--- src/rtl/coal_pkg.sv ---
package coal_pkg;
    typedef enum logic [1:0] {
        ST_IDLE  = 2'd0,
        ST_ISSUE = 2'd1,
        ST_DONE  = 2'd2
    } coal_state_e;
endpackage

--- src/rtl/coal_lead_pick.sv ---
// Finds the lowest-numbered set bit of the pending-lane vector.
module coal_lead_pick #(
    parameter int N = 32
) (
    input  logic [N-1:0]         pend,
    output logic [$clog2(N)-1:0] lead_idx
);
    always_comb begin
        lead_idx = '0;
        for (int i = N - 1; i >= 0; i--) begin
            if (pend[i]) lead_idx = ($clog2(N))'(i);
        end
    end
endmodule

--- src/rtl/coal_line_match.sv ---
// Compares every pending lane's line against the leader's line.
module coal_line_match #(
    parameter int N  = 32,
    parameter int LW = 25
) (
    input  logic [N*LW-1:0]      lines,
    input  logic [N-1:0]         pend,
    input  logic [$clog2(N)-1:0] lead_idx,
    output logic [LW-1:0]        lead_line,
    output logic [N-1:0]         match
);
    assign lead_line = lines[lead_idx*LW +: LW];

    for (genvar g = 0; g < N; g++) begin : g_cmp
        assign match[g] = pend[g] && (lines[g*LW +: LW] == lead_line);
    end
endmodule

--- src/rtl/coal_popcount.sv ---
// Counts the set bits of a vector.
module coal_popcount #(
    parameter int N = 32,
    parameter int W = 6
) (
    input  logic [N-1:0] bits,
    output logic [W-1:0] count
);
    always_comb begin
        count = '0;
        for (int i = 0; i < N; i++) count = count + W'(bits[i]);
    end
endmodule

--- src/rtl/warp_coalescer.sv ---
module warp_coalescer
    import coal_pkg::*;
#(
    parameter int LANES      = 32,
    parameter int ADDR_W     = 32,
    parameter int LINE_BYTES = 128,
    parameter int WORD_BYTES = 4,
    localparam int OFF_W   = $clog2(LINE_BYTES),
    localparam int LINE_W  = ADDR_W - OFF_W,
    localparam int CNT_W   = $clog2(LANES + 1),
    localparam int USED_W  = $clog2(LANES * WORD_BYTES + 1),
    localparam int FETCH_W = $clog2(LANES * LINE_BYTES + 1)
) (
    input  logic                    clk,
    input  logic                    rst_n,
    input  logic                    req_valid,
    output logic                    req_ready,
    input  logic [LANES-1:0]        req_lane_en,
    input  logic [LANES*ADDR_W-1:0] req_addr,
    output logic                    txn_valid,
    input  logic                    txn_ready,
    output logic [LINE_W-1:0]       txn_line,
    output logic [LANES-1:0]        txn_mask,
    output logic                    txn_last,
    output logic                    done,
    output logic [USED_W-1:0]       used_bytes,
    output logic [FETCH_W-1:0]      fetched_bytes
);
    localparam int IDX_W = $clog2(LANES);

    coal_state_e state_q, state_d;

    logic [LANES*LINE_W-1:0] in_lines;
    logic [LANES*LINE_W-1:0] lines_q;
    logic [LANES*OFF_W-1:0]  in_offs;
    logic                    unused_offsets;
    logic [LANES-1:0]        pend_q, pend_d;
    logic [LANES-1:0]        match;
    logic [CNT_W-1:0]        cnt_q, cnt_d;
    logic [CNT_W-1:0]        active_cnt;
    logic [USED_W-1:0]       used_q, used_d;
    logic [IDX_W-1:0]        lead_idx;
    logic [LINE_W-1:0]       lead_line;
    logic                    load_req;

    // Split each lane address into line number and in-line offset.
    for (genvar g = 0; g < LANES; g++) begin : g_split
        assign in_lines[g*LINE_W +: LINE_W] = req_addr[g*ADDR_W + OFF_W +: LINE_W];
        assign in_offs[g*OFF_W +: OFF_W]    = req_addr[g*ADDR_W +: OFF_W];
    end
    assign unused_offsets = ^in_offs;

    coal_lead_pick #(.N(LANES)) u_pick (
        .pend     (pend_q),
        .lead_idx (lead_idx)
    );

    coal_line_match #(.N(LANES), .LW(LINE_W)) u_match (
        .lines     (lines_q),
        .pend      (pend_q),
        .lead_idx  (lead_idx),
        .lead_line (lead_line),
        .match     (match)
    );

    coal_popcount #(.N(LANES), .W(CNT_W)) u_pop (
        .bits  (req_lane_en),
        .count (active_cnt)
    );

    // State register and per-request bookkeeping.
    always_ff @(posedge clk or negedge rst_n) begin
        if (!rst_n) begin
            state_q <= ST_IDLE;
            pend_q  <= '0;
            cnt_q   <= '0;
            used_q  <= '0;
        end else begin
            state_q <= state_d;
            pend_q  <= pend_d;
            cnt_q   <= cnt_d;
            used_q  <= used_d;
        end
    end

    // Line numbers captured on acceptance.
    always_ff @(posedge clk) begin
        if (load_req) lines_q <= in_lines;
    end

    assign txn_last = ((pend_q & ~match) == '0);

    // Next state and outputs.
    always_comb begin
        state_d   = state_q;
        pend_d    = pend_q;
        cnt_d     = cnt_q;
        used_d    = used_q;
        req_ready = 1'b0;
        txn_valid = 1'b0;
        done      = 1'b0;
        load_req  = 1'b0;
        unique case (state_q)
            ST_IDLE: begin
                req_ready = 1'b1;
                if (req_valid) begin
                    load_req = 1'b1;
                    pend_d   = req_lane_en;
                    cnt_d    = '0;
                    used_d   = USED_W'(active_cnt) * USED_W'(WORD_BYTES);
                    state_d  = (req_lane_en == '0) ? ST_DONE : ST_ISSUE;
                end
            end
            ST_ISSUE: begin
                txn_valid = 1'b1;
                if (txn_ready) begin
                    pend_d = pend_q & ~match;
                    cnt_d  = cnt_q + CNT_W'(1);
                    if (txn_last) state_d = ST_DONE;
                end
            end
            ST_DONE: begin
                done    = 1'b1;
                state_d = ST_IDLE;
            end
            default: state_d = ST_IDLE;
        endcase
    end

    assign txn_mask      = txn_valid ? match : '0;
    assign txn_line      = lead_line;
    assign used_bytes    = used_q;
    assign fetched_bytes = FETCH_W'(cnt_q) * FETCH_W'(LINE_BYTES);
endmodule

--- config.mk ---
export PLATFORM = sky130hd
export DESIGN_NAME = warp_coalescer
export DESIGN_NICKNAME = d
export VERILOG_FILES = /design/src/rtl/coal_pkg.sv /design/src/rtl/coal_lead_pick.sv /design/src/rtl/coal_line_match.sv /design/src/rtl/coal_popcount.sv /design/src/rtl/warp_coalescer.sv
export SDC_FILE = /design/constraint.sdc
export NUM_CORES = 2
export LEC_CHECK = 0
export ABC_AREA = 1
export BUFFER_PORTS_ARGS = -buffer_cell sky130_fd_sc_hd__buf_2
export CAP_MARGIN = 20
export CORE_AREA = 3 3 447 449
export CTS_CLUSTER_DIAMETER = 30
export DETAILED_ROUTE_END_ITERATION = 8
export DIE_AREA = 0 0 450 452
export HOLD_SLACK_MARGIN = 0.02
export PLACE_DENSITY = 0.54
export SLEW_MARGIN = 20
export SYNTH_ARGS = -nofsm -noshare
export SYNTH_HDL_FRONTEND = slang
export SYNTH_SLANG_ARGS = --single-unit
--- constraint.sdc ---
create_clock -name clk -period 48.5 [get_ports clk]
set_input_delay 4.85 -clock clk [delete_from_list [all_inputs] [get_ports clk]]
set_output_delay 4.85 -clock clk [all_outputs]
set_load 0.1 [all_outputs]
After elaboration in Yosys (flattened, before gate mapping)
Index checks and enable logic that the tools add are counted.
Widths: inputs -> output; s select.
Cells by class
  add/subtract/negate cells: 32
  multipliers: 1
  equality and inequality tests: 37
  shifts and indexed selects: 1
  muxes and demuxes: 49
  bitwise operators: 2
  reduce and logical (&&, ||, !) cells: 39
Operator list (count)
  $eq 25x25->1: 32
  $shiftx 800x11->25: 1
  $add 6x1->6: 30
  $mux 5: 32
  $mux 32: 3
  $logic_not 32->1: 2
  $pmux 32 s2: 1
  $and 32x32->32: 1
  $logic_and 1x1->1: 32
  $not 32->32: 1
  $mux 6: 2
  $pmux 6 s2: 1
  $mul 5x5->10 const B: 1
  $mux 2: 4
  $add 6x1->6 const B: 1
  $ne 2x2->1 const B: 3
  $reduce_and 3->1: 2
  $mux 1: 5
  $pmux 2 s2: 1
  $add 1x1->2: 1
  $eq 2x1->1 const B: 1
  $eq 2x2->1 const B: 1
  $logic_not 2->1: 1
  $reduce_and 2->1: 1
  $reduce_bool 2->1: 1
Storage, ports and cells
  flip-flop bits (word level): 846
  input port bits: 1060
  output and inout bits: 82

Logic depth before layout (Yosys ltp)
  depth after elaboration: 42
  mapped depth: 57
  depth with buffers taken out: 53

Modules after synthesis
A second synthesis with hierarchy kept.
Unflattened totals
  cell total of the unflattened synthesis: 6855
  area total of the unflattened synthesis: 52427.8 um^2
Modules (own cells, without submodules)
  warp_coalescer: times used 1, cells each 1225, area each 26849.5 um^2, sequential area each 25174.1 um^2
  coal_line_match: times used 1, cells each 5421, area each 24217.0 um^2, sequential area each 0.0 um^2
  coal_popcount: times used 1, cells each 107, area each 928.4 um^2, sequential area each 0.0 um^2
  coal_lead_pick: times used 1, cells each 102, area each 432.9 um^2, sequential area each 0.0 um^2

Worst setup path after synthesis
No wires, ideal clock.
  path kind: input-to-reg
  from: input port req_valid
  to: register cnt_q[3]
  library setup time: 0.844 ns
  arrival: 23.024 ns
  required time: 47.656 ns
  slack: 24.633 ns
  stages: 5
  path through: nand2_1 -> inv_1 -> nor2_1 -> nor4_1 -> nor3_1
Between the ends
  longest elaborated chain between the ends: 2
Ends and longest elaborated chain
  start: declaration: line warp_coalescer.sv:16  | input logic req_valid,
  $ne 2x2->1 (no line)
  $reduce_and 3->1 (no line)
  end signal: assignment: line warp_coalescer.sv:81  | cnt_q <= cnt_d;
  end: declaration: line warp_coalescer.sv:39  | logic [CNT_W-1:0] cnt_q, cnt_d;
Every way passes these cells.
A chain may end at the register's enable or synchronous reset.

Final worst setup path
  from: register pend_q[30]
  to: output port txn_last
Between the ends
  longest elaborated chain between the ends: 38
  elaborated cells on any way between the ends: 100
  classes of those cells: mul: 1; eq/ne: 32; shift: 1; mux: 31; bitwise: 2; reduce/logical: 33
Ends and longest elaborated chain
  start: declaration: line warp_coalescer.sv:37  | logic [LANES-1:0] pend_q, pend_d;
  start signal: assignment: line warp_coalescer.sv:80  | pend_q <= pend_d;
  $mux 5 (31 in a row): line coal_lead_pick.sv:11  | if (pend[i]) lead_idx = ($clog2(N))'(i);
  $mul 5x5->10: line coal_line_match.sv:12  | assign lead_line = lines[lead_idx*LW +: LW];
  $shiftx 800x11->25: line coal_line_match.sv:12
  $eq 25x25->1: line coal_line_match.sv:15  | assign match[g] = pend[g] && (lines[g*LW +: LW] == lead_line);
  $logic_and 1x1->1: line coal_line_match.sv:15
  $not 32->32: line warp_coalescer.sv:91  | assign txn_last = ((pend_q & ~match) == '0);
  $and 32x32->32 *: line warp_coalescer.sv:91
  $logic_not 32->1 *: line warp_coalescer.sv:91
  end: declaration: line warp_coalescer.sv:24  | output logic txn_last,
Mark *: on every way between the ends. The rest lies on a longest branch, timed or not.

==> PnR_summary.wiki <==
{| class="wikitable"
! Metric !! Value
|-
| Outcome || finished, final reports clean
|-
| Crit-path leading delay family || simple AND/OR/NAND/NOR gates
|-
| Fraction of the cycle the final worst path needs || 31.94%
|-
| IO Port Bufs || slightly above 900
|-
| GRT Util Overall || 25.95%
|-
| Fin area || 67,060 um2
|-
| Yosys warning count || 0
|-
| Clock latency on the worst-skew pair || 0.84 ns
|-
| Endpoint required time on the critical path || between 40 and 50 ns
|-
| Area added between synthesis and finish || 29.73%
|-
| Worst Path Class, Setup || reg -> out
|-
| Master of the slowest instance on the critical path || buf_4
|-
| Number of vias per cell || around 5
|-
| Maximum fanout encountered on the critical timing path || 68
|-
| Cell at the root of the clock tree || clkbuf_16
|-
| Utilization after layout || 34.11%
|-
| Site Rows || about 160
|-
| Share of flip-flops with an asynchronous set or reset after synthesis || 5.437%
|-
| Minimum clock period || between 15 and 20 ns
|-
| Fin Setup TNS || 0 ns
|-
| Slowest stage delay, CP || 0.80 ns
|-
| First DRT Iteration DRCs || just over 6,000
|-
| Number of setup violations in the final report || 0
|-
| Top library cells by usage in the layout, fill and taps aside || nand2_1 (2,281), nand3_1 (1,503), buf_2 (908)
|-
| WL/cell || 25.82 um
|-
| Num ports || 1,142
|-
| Top cell type's share of synthesized area || 46.48%
|-
| Total Routed Length || 274.3 mm
|-
| Height of the chip || approximately 450 um
|-
| Post-detail-place hpwl || 205.8 mm
|-
| Most common cell after layout, fill and taps aside || nand2_1
|-
| Placeable core region || roughly 200,000 um2
|-
| Achievable frequency || 64.56 MHz
|-
| Fraction of final layout cells sized beyond drive strength 1 || 18.30%
|-
| Worst slew margin || 26.15%
|-
| Post-synthesis instance area || 51,690 um2
|-
| Total setup buffers inserted after CTS || 0
|-
| Number of global-route vias before repair || 48,514
|-
| Max-cap check violation count || 0
|-
| Count of antenna-violating nets left after detailed routing || 0
|-
| Buffer depth of the longest clock path || 3
|-
| Total die area || 203,400 um2
|-
| Overall die width || ~450 um
|-
| Dominant cell type by area after synthesis || edfxtp_1
|-
| Final Hold Vio Count || 0
|-
| Crit path DAT || ~11 ns
|-
| Largest net degree at the start of global routing || about 150
|-
| RSZ-0062 raised after global routing || false
|-
| Initial antenna violation count || 140
|-
| Sum of buffers and inverters on the critical path || 7
|-
| TritonCTS clock tree || yes
|-
| Gates resized, CTS repair || 0
|-
| Clk sink count || 846
|-
| Share of the yosys chip area belonging to registers || 48.70%
|-
| Placed standard-cell area || 58,380 um2
|-
| Category of the worst setup path capture point || output port
|-
| DRC viols || 0
|-
| Post-Syn Instances || 6,869
|-
| Vias || 52,620
|-
| Starting density of the core || a little over a quarter
|-
| H-Tree Level Count || 4
|-
| Flip-flop and latch count after synthesis || between 800 and 900
|-
| Routability Congestion || slightly above 0.9
|-
| Wire length of the first global-routing pass || around 370 mm
|-
| Number of flops mapped to enable cells by yosys || 800
|-
| Most used DFF post-synth || edfxtp_1
|-
| Register clock-pin slew on the reported worst setup and hold paths || 0.04 ns
|-
| Dominant cells by area after synthesis || edfxtp_1 (46%), nand2_1 (17%), nand3_1 (15%), inv_1 (6.1%), nor2_1 (3.4%)
|-
| HP Class || reg -> reg
|-
| Post-route clock skew || 0.04868 ns
|-
| Slew Viols, Final || 0
|-
| Most frequent cell on the critical path || nand2_1
|-
| Post-layout nets || between 8,000 and 9,000
|-
| Setup WS pre-CTS || 34.05 ns
|-
| Actual slew at the worst max-slew pin || 1.108 ns
|-
| Cts hold-fix bufs || 0
|-
| Kind of start point of the critical path || flip-flop
|-
| Worst Setup Slack, final || 33.01 ns
|-
| Mean area per synthesized cell || approximately 7.5 um2
|-
| Number of buffers created by CTS || 234
|-
| Number of different library cells in the post-synthesis netlist || 36
|-
| Remaining global-route overflow || 0
|-
| Initial DRT Pass Iterations || 7
|}
==> tightest hold or removal path, stage by stage (launching register included) <==
cell and delay [ns]:
dfrtp_1 0.33, nand2_1 0.05, nand2_1 0.05
==> path summary, 6_finish.rpt <==
check / start / cells past startpoint / endpoint / slack, ns
max: pend_q[30] / 55 / txn_last / 33.01
min: used_bytes[7] / 2 / used_bytes[7] / 0.47
max reg2reg: pend_q[30] / 55 / state_q[0] / 38.94
min reg2reg: used_bytes[7] / 2 / used_bytes[7] / 0.47
max in group asynchronous: rst_n / 2 / pend_q[6] / 43.92
min in group asynchronous: rst_n / 2 / pend_q[30] / 4.13
==> metal layers <==
layer	track usage (%)	up-vias	wire (um)	part of all wire, %
met3	5.280	629	20950	7.6
met2	39.71	2877	123600	45
li1	-	24264	-	-
met5	0	-	297	0.11
met1	32.94	24806	110300	40
met4	17.85	44	19130	7.0
==> metrics by stage <==
step / cells / hold slack (ns)
after global routing: 10613 / 0.5182
final: 10624 / 0.4739
after global placement: 10100 / 0.4602
after detailed placement: 10100 / 0.4628
after floorplan: 6877 / 0.5364
after CTS: 10546 / 0.4752
==> flip-flops by register name, indices dropped and copies added (netlist names) <==
name / flops
cnt_q: 6
state_q: 2
lines_q: 800
pend_q: 32
used_bytes: 6
==> cell families (layout without fill, tap and decap cells) <==
group | count (synthesis) | count (layout) | share of synthesized area (%)
and+or+nand+nor | 4366 | 4366 | 36.05
buffers and inverters | 1276 | 2305 | 10.17
DFF | 846 | 846 | 48.70
AOI/OAI and AO/OA | 336 | 336 | 3.730
adders and majority gates | 34 | 34 | 1.172
xor gates and xnor gates | 10 | 10 | 0.1694
other | 1 | 87 | 0.007255
==> cells in the mapped netlist, types with 13 or more instances <==
cell type	count
o211ai_1	78
o21ai_1	13
nor2_1	463
o22ai_1	30
nand2_1	2283
edfxtp_1	800
dfrtp_1	46
clkbuf_1	196
nand3_1	1505
buf_6	18
buf_1	48
nand3b_1	46
o21ai_0	91
nand3_2	15
inv_1	836
buf_4	49
nor3_1	36
a21oi_1	119
fa_1	24
buf_2	116
==> area by class of cell <==
| cell class | instances | area [um2] |
|---|---|---|
| fillers | 20677 | 129500 |
| clock buffers | 264 | 6041 |
| inverters | 849 | 3211 |
| diodes | 78 | 195.2 |
| flip-flops and latches | 846 | 25170 |
| clock inverters | 182 | 2439 |
| repair buffers | 1010 | 5335 |
| well taps | 2640 | 3303 |
| multi-input cells | 4755 | 21360 |
Power is not shown: default switching activity piles up to over one toggle a cycle in this logic, so the estimate is an artifact.
